File: src/rtl/fsw_wdt_pkg.sv
package fsw_wdt_pkg;
  typedef enum logic [1:0] {
    ADR_MODE = 2'd0,
    ADR_TOUT = 2'd1,
    ADR_FEED = 2'd2,
    ADR_CNT  = 2'd3
  } wdt_addr_e;

  typedef enum logic {
    FS_IDLE = 1'b0,
    FS_HALF = 1'b1
  } feed_st_e;

  localparam int MODE_EN   = 0;
  localparam int MODE_RST  = 1;
  localparam int MODE_FLAG = 2;

  localparam logic [7:0] FEED_KEY1 = 8'hAA;
  localparam logic [7:0] FEED_KEY2 = 8'h55;

  // true when a full write word equals an 8-bit key zero-extended
  function automatic logic key_match(input logic [31:0] word, input logic [7:0] key);
    return word == {24'd0, key};
  endfunction
endpackage

File: src/rtl/fsw_feed_seq.sv
module fsw_feed_seq
  import fsw_wdt_pkg::*;
#(
  parameter int DW = 16
) (
  input  logic          clk,
  input  logic          por_n,
  input  logic          wr_en,
  input  logic [1:0]    wr_addr,
  input  logic [DW-1:0] wr_data,
  output logic          feed_ok
);
  feed_st_e st_q, st_d;
  logic [31:0] wd32;
  logic        feed_wr;

  assign wd32    = 32'(wr_data);
  assign feed_wr = wr_en && (wr_addr == ADR_FEED);

  always_comb begin
    st_d    = st_q;
    feed_ok = 1'b0;
    if (wr_en) begin
      if (feed_wr) begin
        if (st_q == FS_HALF && key_match(wd32, FEED_KEY2)) begin
          feed_ok = 1'b1;
          st_d    = FS_IDLE;
        end else if (key_match(wd32, FEED_KEY1)) begin
          st_d = FS_HALF;
        end else begin
          st_d = FS_IDLE;
        end
      end else begin
        st_d = FS_IDLE;
      end
    end
  end

  always_ff @(posedge clk or negedge por_n) begin
    if (!por_n) st_q <= FS_IDLE;
    else        st_q <= st_d;
  end

  // a write to another register breaks any half-done sequence
  a_r4_abort_other: assert property (@(posedge clk) disable iff (!por_n)
    (wr_en && !feed_wr) |=> !feed_ok);
endmodule

File: src/rtl/fsw_tick_presc.sv
module fsw_tick_presc #(
  parameter int DIV = 4
) (
  input  logic clk,
  input  logic por_n,
  input  logic run,
  input  logic clr,
  input  logic tick,
  output logic step
);
  localparam int PW = (DIV > 2) ? $clog2(DIV) : 1;
  localparam logic [PW-1:0] LAST = PW'(DIV - 1);

  logic [PW-1:0] q;

  function automatic logic [PW-1:0] wrap_inc(input logic [PW-1:0] v);
    return (v == LAST) ? '0 : v + 1'b1;
  endfunction

  assign step = run && tick && (q == LAST);

  always_ff @(posedge clk or negedge por_n) begin
    if (!por_n)          q <= '0;
    else if (clr)        q <= '0;
    else if (run && tick) q <= wrap_inc(q);
  end

  // decrement strobes can never come on consecutive cycles
  a_r6_step_spacing: assert property (@(posedge clk) disable iff (!por_n)
    step |=> !step);
endmodule

File: src/rtl/fsw_down_cnt.sv
module fsw_down_cnt #(
  parameter int          DW      = 16,
  parameter logic [DW-1:0] RST_VAL = '1
) (
  input  logic          clk,
  input  logic          por_n,
  input  logic          load,
  input  logic [DW-1:0] load_val,
  input  logic          step,
  output logic [DW-1:0] cnt,
  output logic          armed,
  output logic          tmo_evt
);
  function automatic logic [DW-1:0] dec_sat(input logic [DW-1:0] v);
    return (v == '0) ? '0 : v - 1'b1;
  endfunction

  function automatic logic last_step(input logic [DW-1:0] v);
    return v <= DW'(1);
  endfunction

  assign tmo_evt = step && armed && last_step(cnt);

  always_ff @(posedge clk or negedge por_n) begin
    if (!por_n) begin
      cnt   <= RST_VAL;
      armed <= 1'b0;
    end else if (load) begin
      cnt   <= load_val;
      armed <= 1'b1;
    end else if (step && armed) begin
      cnt <= dec_sat(cnt);
      if (last_step(cnt)) armed <= 1'b0;
    end
  end

  // a reload lands the constant and arms the counter
  a_r3_reload: assert property (@(posedge clk) disable iff (!por_n)
    load |=> (cnt == $past(load_val)) && armed);
  // an idle (not armed) counter holds its value until a reload
  a_r11_hold: assert property (@(posedge clk) disable iff (!por_n)
    (!load && !armed) |=> $stable(cnt));
endmodule

File: src/rtl/fsw_watchdog.sv
module fsw_watchdog
  import fsw_wdt_pkg::*;
#(
  parameter int            DW        = 16,
  parameter int            PRESC_DIV = 4,
  parameter int            RST_CYC   = 8,
  parameter logic [DW-1:0] TOUT_RST  = '1
) (
  input  logic          clk,
  input  logic          por_n,
  input  logic          reg_wr,
  input  logic          reg_rd,
  input  logic [1:0]    reg_addr,
  input  logic [DW-1:0] reg_wdata,
  output logic [DW-1:0] reg_rdata,
  input  logic          wd_tick,
  output logic          sys_rst_req
);
  localparam int RCW = $clog2(RST_CYC + 1);

  logic          en_q, rsten_q, flag_q;
  logic [DW-1:0] tout_q;
  logic [RCW-1:0] rst_cnt;
  logic [DW-1:0] rdata_q;

  // named internal events
  logic          feed_ok, reload, step, armed, tmo_evt;
  logic          mode_wr, tout_wr;
  logic [DW-1:0] cnt;

  assign mode_wr = reg_wr && (reg_addr == ADR_MODE);
  assign tout_wr = reg_wr && (reg_addr == ADR_TOUT);
  assign reload  = feed_ok && en_q;

  fsw_feed_seq #(.DW(DW)) u_feed (
    .clk(clk), .por_n(por_n), .wr_en(reg_wr), .wr_addr(reg_addr),
    .wr_data(reg_wdata), .feed_ok(feed_ok)
  );

  fsw_tick_presc #(.DIV(PRESC_DIV)) u_presc (
    .clk(clk), .por_n(por_n), .run(armed), .clr(reload),
    .tick(wd_tick), .step(step)
  );

  fsw_down_cnt #(.DW(DW), .RST_VAL(TOUT_RST)) u_cnt (
    .clk(clk), .por_n(por_n), .load(reload), .load_val(tout_q),
    .step(step), .cnt(cnt), .armed(armed), .tmo_evt(tmo_evt)
  );

  always_ff @(posedge clk or negedge por_n) begin
    if (!por_n) begin
      en_q    <= 1'b0;
      rsten_q <= 1'b0;
      flag_q  <= 1'b0;
      tout_q  <= TOUT_RST;
    end else begin
      if (mode_wr) begin
        en_q    <= en_q | reg_wdata[MODE_EN];
        rsten_q <= reg_wdata[MODE_RST];
      end
      if (tout_wr) tout_q <= reg_wdata;
      if (tmo_evt)                               flag_q <= 1'b1;
      else if (mode_wr && !reg_wdata[MODE_FLAG]) flag_q <= 1'b0;
    end
  end

  always_ff @(posedge clk or negedge por_n) begin
    if (!por_n)                 rst_cnt <= '0;
    else if (tmo_evt && rsten_q) rst_cnt <= RCW'(RST_CYC);
    else if (rst_cnt != '0)      rst_cnt <= rst_cnt - 1'b1;
  end

  assign sys_rst_req = (rst_cnt != '0);

  always_ff @(posedge clk or negedge por_n) begin
    if (!por_n) rdata_q <= '0;
    else if (reg_rd) begin
      case (reg_addr)
        ADR_MODE: rdata_q <= DW'({flag_q, rsten_q, en_q});
        ADR_TOUT: rdata_q <= tout_q;
        ADR_CNT:  rdata_q <= cnt;
        default:  rdata_q <= '0;
      endcase
    end
  end

  assign reg_rdata = rdata_q;

  // enable never drops once set
  a_r2_en_sticky: assert property (@(posedge clk) disable iff (!por_n)
    en_q |=> en_q);
  // a timeout with reset selected raises the request next cycle
  a_r7_fire: assert property (@(posedge clk) disable iff (!por_n)
    (tmo_evt && rsten_q) |=> sys_rst_req);
  // the request never starts without the flag being set
  a_r7_rise_flag: assert property (@(posedge clk) disable iff (!por_n)
    $rose(sys_rst_req) |-> flag_q);
  // a timeout without reset selected keeps the request low
  a_r8_quiet: assert property (@(posedge clk) disable iff (!por_n)
    (tmo_evt && !rsten_q && !sys_rst_req) |=> !sys_rst_req);
  // only a software clear drops the flag
  a_r9_flag_kept: assert property (@(posedge clk) disable iff (!por_n)
    (flag_q && !(mode_wr && !reg_wdata[MODE_FLAG])) |=> flag_q);
endmodule

File: config.mk
export PLATFORM = sky130hd
export DESIGN_NAME = fsw_watchdog
export DESIGN_NICKNAME = d
export VERILOG_FILES = /design/src/rtl/fsw_wdt_pkg.sv /design/src/rtl/fsw_feed_seq.sv /design/src/rtl/fsw_tick_presc.sv /design/src/rtl/fsw_down_cnt.sv /design/src/rtl/fsw_watchdog.sv
export SDC_FILE = /design/constraint.sdc
export NUM_CORES = 1
export LEC_CHECK = 0
export CORE_UTILIZATION = 50
export CTS_CLUSTER_DIAMETER = 50
export DETAILED_ROUTE_END_ITERATION = 16
export GPL_TIMING_DRIVEN = 0
export PLACE_DENSITY = 0.76
export SYNTH_ARGS = -nofsm -noshare
export SYNTH_HDL_FRONTEND = slang
export SYNTH_SLANG_ARGS = --single-unit
File: constraint.sdc
create_clock -name clk -period 1.9 [get_ports clk]
set_input_delay 0.38 -clock clk [delete_from_list [all_inputs] [get_ports clk]]
set_output_delay 0.38 -clock clk [all_outputs]
set_load 0.02 [all_outputs]
==> results.yml, run 1 <==
floorplan:
  rows: 28
  die_h_um: 80.9
  fp.dieW_um: 80.9
  die_area_sq_um: 6550
  initial_utilization: 0.523
  core_area_sq_um: 5960
  ios: 40
placement:
  port-buffer-count: 38
  dp_hpwl_um: 5380
  postPlaceCellArea_sq_um: 3620
  globalplace.congestion: 0.890
layout:
  nFillCells: 456
  final_area_sq_um: 4100
  diodes: 0
  syn_to_final_growth_pct: 31.7
  register_area_sq_um: 1520
  final_net_count: 403
  final_layout_size_suffix_gt1_frac: 0.346
  multi_input_area_sq_um: 1580
logic_synthesis:
  ys_warn_count: 0
  synth_top_cell_by_area: "dfstp_2"
  synth_top_area_frac: 0.270
  ys_ff_latch: 59
  synth_nets: 333
  synth_edf_count: 0
  synthDistinctLibCells: 49
  synth_cells: 304
  async_flop_share: 1.00
  netlist_area_sq_um: 3110
  ys.flop_type: "dfstp_2"
  synth.avg_cell_area_sq_um: 10.2
  yosysSeqAreaShare: 0.487
  synthTopCellsByArea: "dfstp_2 (27%), dfrtp_1 (22%), mux2_2 (6.1%), mux2i_1 (6.1%), nor2_1 (4.0%)"
power_and_ir_drop:
  power_w: 0.00309
  p_clk_frac: 0.394
  switching_share: 0.252
  p_per_area_nw_per_um2: 752
  internal_power_w: 0.00231
  switchingPower_w: 0.000777
  p_comb_frac: 0.125
  p_leak_nw: 1.75
  seqPwrFrac: 0.481
  peakVddDrop_mv: 0.470
cts:
  cts_root_buffer: "clkbuf_8"
  cts_tree: "done"
  clock_latency_ps: 360
  clock_sinks: 59
  clk_pin_slew_ps: 60
  cts_made_buffers: 9
  h-tree-depth: 3
  cts.path.max_buffers: 2
routing:
  vias: 2713
  wire_per_inst_um: 17.9
  viasPerCell: 5.98
  routed_wirelength_um: 8120
  ant_nets: 0
  drc: 0
  drt_pass1_iterations: 4
  drtIter0Drc: 247
global_routing:
  grt_overflow: 0
  grt_pass1_wl_um: 12700
  grt_use_met3: 0.0461
  grt_util_met2: 0.417
  met1_usage: 0.345
  antenna_found_initial: 0
  busiest_layer: "met2"
  grt_pass1_vias: 2581
  grt_usage: 0.265
  grt_max_degree: 38
min_path:
  hp-class: "in2async"
setup_path:
  cp.arrival_ps: 2270
  crit_required_ps: 2180
  worstSetupStartpointType: "flip-flop"
  crit_type: "reg2reg"
  crit_path_max_fanout: 4
  cp-end-kind: "flip-flop"
sta:
  hold_violations: 0
  skew_ps: 7.44
  rsz0062_at_grt: "true"
  tightest_slew_ps: 537
  min_period_ps: 2000
  maxSlewHeadroom: 0.642
  slew_viol_final: 0
  setup_ws_ps: -97.8
  fmax_mhz: 501
  setup_viol: 6
  post-route-period-util: 1.05
job:
  drv_cap: 0
outcome:
  violations: "negative setup slack"
  status: "finished, violations left"
==> layer usage <==
metal  vias to the layer above  routed length (um)
met4                         0                 323
met2                       111                3870
li1                       1239                   -
met5                         -                   0
met1                      1332                3360
met3                        31                 564
==> cells in the mapped netlist, drive strengths merged, types with 7 or more instances <==
library cell	number
nor2	33
mux2	17
inv	20
nor3	7
mux2i	19
nand2	17
nand3	8
o22ai	14
o21ai	12
a21oi	23
a31oi	8
dfrtp	27
dfstp	32
buf	8
==> path summary, 6_finish.rpt <==
path	endpoint	cells past startpoint	slack [ps]	from
min reg2reg	u_cnt.cnt[13]	2	480	tout_q[13]
min in group clk	tout_q[5]	2	300	reg_wdata[5]
max reg2reg	u_cnt.cnt[14]	7	-100	u_cnt.cnt[0]
min	rst_cnt[2]	1	5	por_n
max in group asynchronous	u_cnt.cnt[14]	2	1250	por_n
max	u_cnt.cnt[14]	7	-100	u_cnt.cnt[0]
==> stage by stage <==
stage          std cells   util  hold slack [ps]  TNS [ps]  worst slack, ps
2_1_floorplan        304      -             84.4     -92.1            -92.1
3_3_place_gp         417  0.605              479    -77810            -1300
3_5_place_dp         418  0.607              393    -22020             -765
4_1_cts              446  0.669             24.6      -388             -127
5_1_grt              454  0.689             46.1     -1340             -200
6_report             454  0.689             5.50      -278            -97.8
==> critical path, stage by stage, from the launching register on <==
cell and delay [ps]:
dfstp_2 380, inv_2 70, ha_4 130, or4b_4 480, or2_4 250, or3_1 320, o31ai_2 180, a31oi_1 110
==> placed cells by master, fill, tap and decap left out, drive strengths merged, types with 3 or more instances in the layout <==
cell type      instances
dlygate4sd2            4
o22ai                 14
nand3b                 4
nand2                 17
clkbuf                19
clkdlybuf4s15          5
xnor2                  3
or4                    3
a21oi                 23
nor2                  33
a31oi                  8
clkdlybuf4s50         25
dfstp                 32
dfrtp                 27
or3                    4
mux2                  17
mux2i                 19
nor3                   7
ha                     6
inv                   20
buf                   30
nand3                  8
o21ai                 12
nor4                   6
==> power groups by stage <==
stage	Sequential [W]	Combinational (W)	Clock, W
2_1_floorplan	0.00152	0.000168	0
3_3_place_gp	0.00150	0.000377	0
3_5_place_dp	0.00151	0.000390	0
4_1_cts	0.00148	0.000386	0.00122
5_1_grt	0.00150	0.000422	0.00128
6_report	0.00148	0.000387	0.00121
==> layout make-up <==
class,instances,share of cell area
Buffer,13,0.0217
Timing Repair Buffer,59,0.130
Multi-Input combinational cell,212,0.386
Inverter,20,0.0183
Sequential cell,59,0.370
Clock inverter,4,0.0116
Clock buffer,12,0.0403
Tap cell,75,0.0229
==> cells by family (layout without fill, tap and decap cells) <==
logic type / count (synthesis) / count (layout) / share of synthesized area
AO/OA/AOI/OAI: 71 / 71 / 0.136
XOR/XNOR: 3 / 3 / 0.00844
buffers and inverters: 33 / 108 / 0.0474
multiplexers: 36 / 36 / 0.123
AND/OR/NAND/NOR: 96 / 96 / 0.174
adder cells (fa/ha/maj): 6 / 6 / 0.0241
flip-flops: 59 / 59 / 0.487
==> state kept, by name, summed over array words and instances, names as in the netlist <==
register,cells
u_presc.q,2
flag_q,1
u_feed.st_q,1
rsten_q,1
reg_rdata,16
tout_q,16
en_q,1
rst_cnt,4
u_cnt.armed,1
u_cnt.cnt,16
==> repair_timing <==
item	CTS	global route
gates cloned	1	1
gates resized for setup	32	26
endpoints found under the hold margin	0	0
hold buffers	0	0
endpoints found under the setup margin	43	23
pin swaps	15	7
buffers inserted	11	7
No activity file was read; power rests on OpenSTA's default activity.
==> run 2: changes to the inputs <==
--- a/config.mk
+++ b/config.mk
@@ -5,11 +5,12 @@
 export SDC_FILE = /design/constraint.sdc
 export NUM_CORES = 1
 export LEC_CHECK = 0
-export CORE_UTILIZATION = 50
+export CORE_UTILIZATION = 55
 export CTS_CLUSTER_DIAMETER = 50
 export DETAILED_ROUTE_END_ITERATION = 16
 export GPL_TIMING_DRIVEN = 0
-export PLACE_DENSITY = 0.76
+export PLACE_DENSITY = 0.79
 export SYNTH_ARGS = -nofsm -noshare
 export SYNTH_HDL_FRONTEND = slang
+export SYNTH_HIERARCHICAL = 1
 export SYNTH_SLANG_ARGS = --single-unit
==> constraint.sdc (replaced) <==
create_clock -name clk -period 2.42 [get_ports clk]
set_input_delay 0.484 -clock clk [delete_from_list [all_inputs] [get_ports clk]]
set_output_delay 0.484 -clock clk [all_outputs]
set_load 0.02 [all_outputs]
==> run 2 against run 1 <==
The run now ends clean; synthesized cell count up 0.66%; final area down 2.7%; largest power group unchanged; combinational power down 16%; utilization up 2.3 points; critical endpoint is now rst_cnt[0]; worst setup slack better by 190 ps; clock skew about the same; wire length down 6.6%; die area down 4.2%; sequential cell count unchanged; sequential power down 20%; critical path depth unchanged; first-iteration DRC count up 5.3%.
==> results.yml, run 2 <==
logic_synthesis:
  synth-simple-area-share: 0.179
  synthTopCellsByArea: "dfstp_2 (26%), dfrtp_1 (21%), mux2i_1 (5.2%), mux2_4 (4.6%), mux2_2 (3.4%)"
  synth_top_family_by_area: "simple AND/OR/NAND/NOR gates"
  async_flop_share: 1.00
  synth.avg_cell_area_sq_um: 10.7
  synthTopCellsByCount: "dfstp_2 (32), dfrtp_1 (27), inv_1 (26)"
  synth_edf_count: 0
  synthDistinctLibCells: 63
  ys_ff_latch: 59
  synth_top_area_frac: 0.257
  netlist_area_sq_um: 3280
  synth.area.mux_share: 0.136
  synthXorXnorAreaFrac: 0.00535
  synth_compound_area_frac: 0.136
  ys.flop_type: "dfstp_2"
  synth_fa_ha_area_frac: 0.0229
  synth_top_cell_by_area: "dfstp_2"
  yosysSeqAreaShare: 0.463
  synth.most_common_cell: "dfstp_2"
  synth_cells: 306
  synth_nets: 335
  ys_warn_count: 6
setup_path:
  worstSetupStartpointType: "flip-flop"
  crit_type: "reg2reg"
  crit_required_ps: 2650
  cp.arrival_ps: 2550
  r2r_cells: 7
  cpPeakStageDelay_ps: 530
  crit_slowest_cell: "or4_1"
  crit_path_max_fanout: 7
  cp-end-kind: "flip-flop"
  path_cells: "or4_1, buf_6, or2_4, nor4_4, nor2b_4, a21boi_0, mux2_2"
placement:
  dpl_worst_slack_ps: -693
  globalplace.congestion: 0.876
  port-buffer-count: 39
  dp_hpwl_um: 5540
  postPlaceCellArea_sq_um: 3770
layout:
  final_layout_size_suffix_gt1_frac: 0.265
  register_area_sq_um: 1520
  final_cell_mix: "clkdlybuf4s50_1 (37), dfstp_2 (32), dfrtp_1 (27)"
  final_net_count: 386
  multi_input_area_sq_um: 1590
  post-route-util: 0.712
  nFillCells: 438
  layout_commonest_cell: "clkdlybuf4s50_1"
  syn_to_final_growth_pct: 21.8
  diodes: 0
  final_area_sq_um: 3990
job:
  drv_cap: 0
routing:
  viasPerCell: 5.90
  drtIter0Drc: 260
  vias: 2560
  drt_pass1_iterations: 4
  ant_nets: 0
  drc: 0
  wire_per_inst_um: 17.5
  routed_wirelength_um: 7580
power_and_ir_drop:
  power_w: 0.00238
  p_leak_nw: 1.68
  p_per_area_nw_per_um2: 598
  peakVddDrop_mv: 0.499
sta:
  slew_viol_final: 0
  setup_ws_ps: 95.9
  post-route-period-util: 0.960
  fmax_mhz: 430
  skew_ps: 7.53
  hold_violations: 0
  timing.hold.ws_ps: 86.1
  min_period_ps: 2320
  rsz0062_at_grt: "false"
  setup_viol: 0
  tightest_slew_ps: 564
  maxSlewHeadroom: 0.623
global_routing:
  grt_overflow: 0
  grt_usage: 0.271
  grt_max_degree: 42
  antenna_found_initial: 0
  grt_pass1_wl_um: 12600
  grt_pass1_vias: 2496
cts:
  clock_sinks: 59
  cts_root_buffer: "clkbuf_8"
  clk_pin_slew_ps: 60
  cts.path.max_buffers: 2
  clock_latency_ps: 340
  cts_made_buffers: 9
  cts_tree: "done"
  h-tree-depth: 3
outcome:
  status: "finished clean"
floorplan:
  die_area_sq_um: 6270
  die_h_um: 79.2
  rows: 27
  initial_utilization: 0.584
  fp.dieW_um: 79.2
  core_area_sq_um: 5610
  ios: 40
min_path:
  hp-class: "in2async"
## run 2: cell count changes after synthesis, sizes merged, moves of 4 or more
cell	delta
nor2	-15
inv	+6
a21oi	-5
a31oi	-7
mux2	+4
nor2b	+6
nand4	+5
## run 2: critical path, delay by kind of cell, from the launching register on
| kind | cells | cell delay, ps |
|---|---|---|
| compound gates | 1 | 100 |
| mux | 1 | 270 |
| flops | 1 | 390 |
| simple gates | 4 | 1300 |
| buf+inv | 1 | 160 |
## run 2: final timing paths
kind | start | end | slack [ps]
worst max-delay path | u_cnt/cnt[6] | rst_cnt[0] | 100
max in group asynchronous | por_n | tout_q[15] | 1710
worst max register to register | u_cnt/cnt[6] | rst_cnt[0] | 100
min in group clk | u_cnt/cnt[14] | u_cnt/cnt[14] | 490
worst min register to register | u_cnt/cnt[14] | u_cnt/cnt[14] | 490
worst min-delay path | por_n | reg_rdata[6] | 90
## run 2: final cells by class
class                           count  share of cell area
Tap cell                           72              0.0226
Multi-Input combinational cell    205               0.399
Timing Repair Buffer               41               0.103
Clock buffer                       13              0.0373
Inverter                           26              0.0245
Buffer                             15              0.0235
Sequential cell                    59               0.380
Clock inverter                      3              0.0100
## run 2: per-layer routing
metal  routed length [um]  track usage  share of wire  vias to the layer above
li1                     -            -              -                     1225
met1                 3310        0.367           0.44                     1215
met2                 3650        0.422           0.48                      101
met3                  428       0.0667          0.056                       19
met4                  194       0.0982          0.026                        0
met5                    0            0              0                        -
## run 2: report_power, final
part	total, W	internal, W	switching (W)
clock	0.000873	0.000501	0.000372
combinational	0.000326	0.000181	0.000145
sequential	0.00119	0.00111	0.0000781
## run 2: what timing repair did
action	CTS	global route
endpoints found under the setup margin	21	12
gates resized for setup	5	7
setup buffers	1	0
hold buffers	0	0
pin swaps	0	1
## run 2: logic make-up (layout without fill, tap and decap cells)
family	after synthesis	count (layout)
AO/OA/AOI/OAI	68	68
flip-flops	59	59
multiplexers	38	38
adder cells (fa/ha/maj)	6	6
buffers and inverters	42	98
AND/OR/NAND/NOR	91	91
XOR/XNOR	2	2
## run 2: through the flow
step           TNS (ps)  cells
5_1_grt               0    434
6_report              0    434
3_5_place_dp      -9670    418
3_3_place_gp     -44420    417
4_1_cts               0    434
2_1_floorplan         0    306
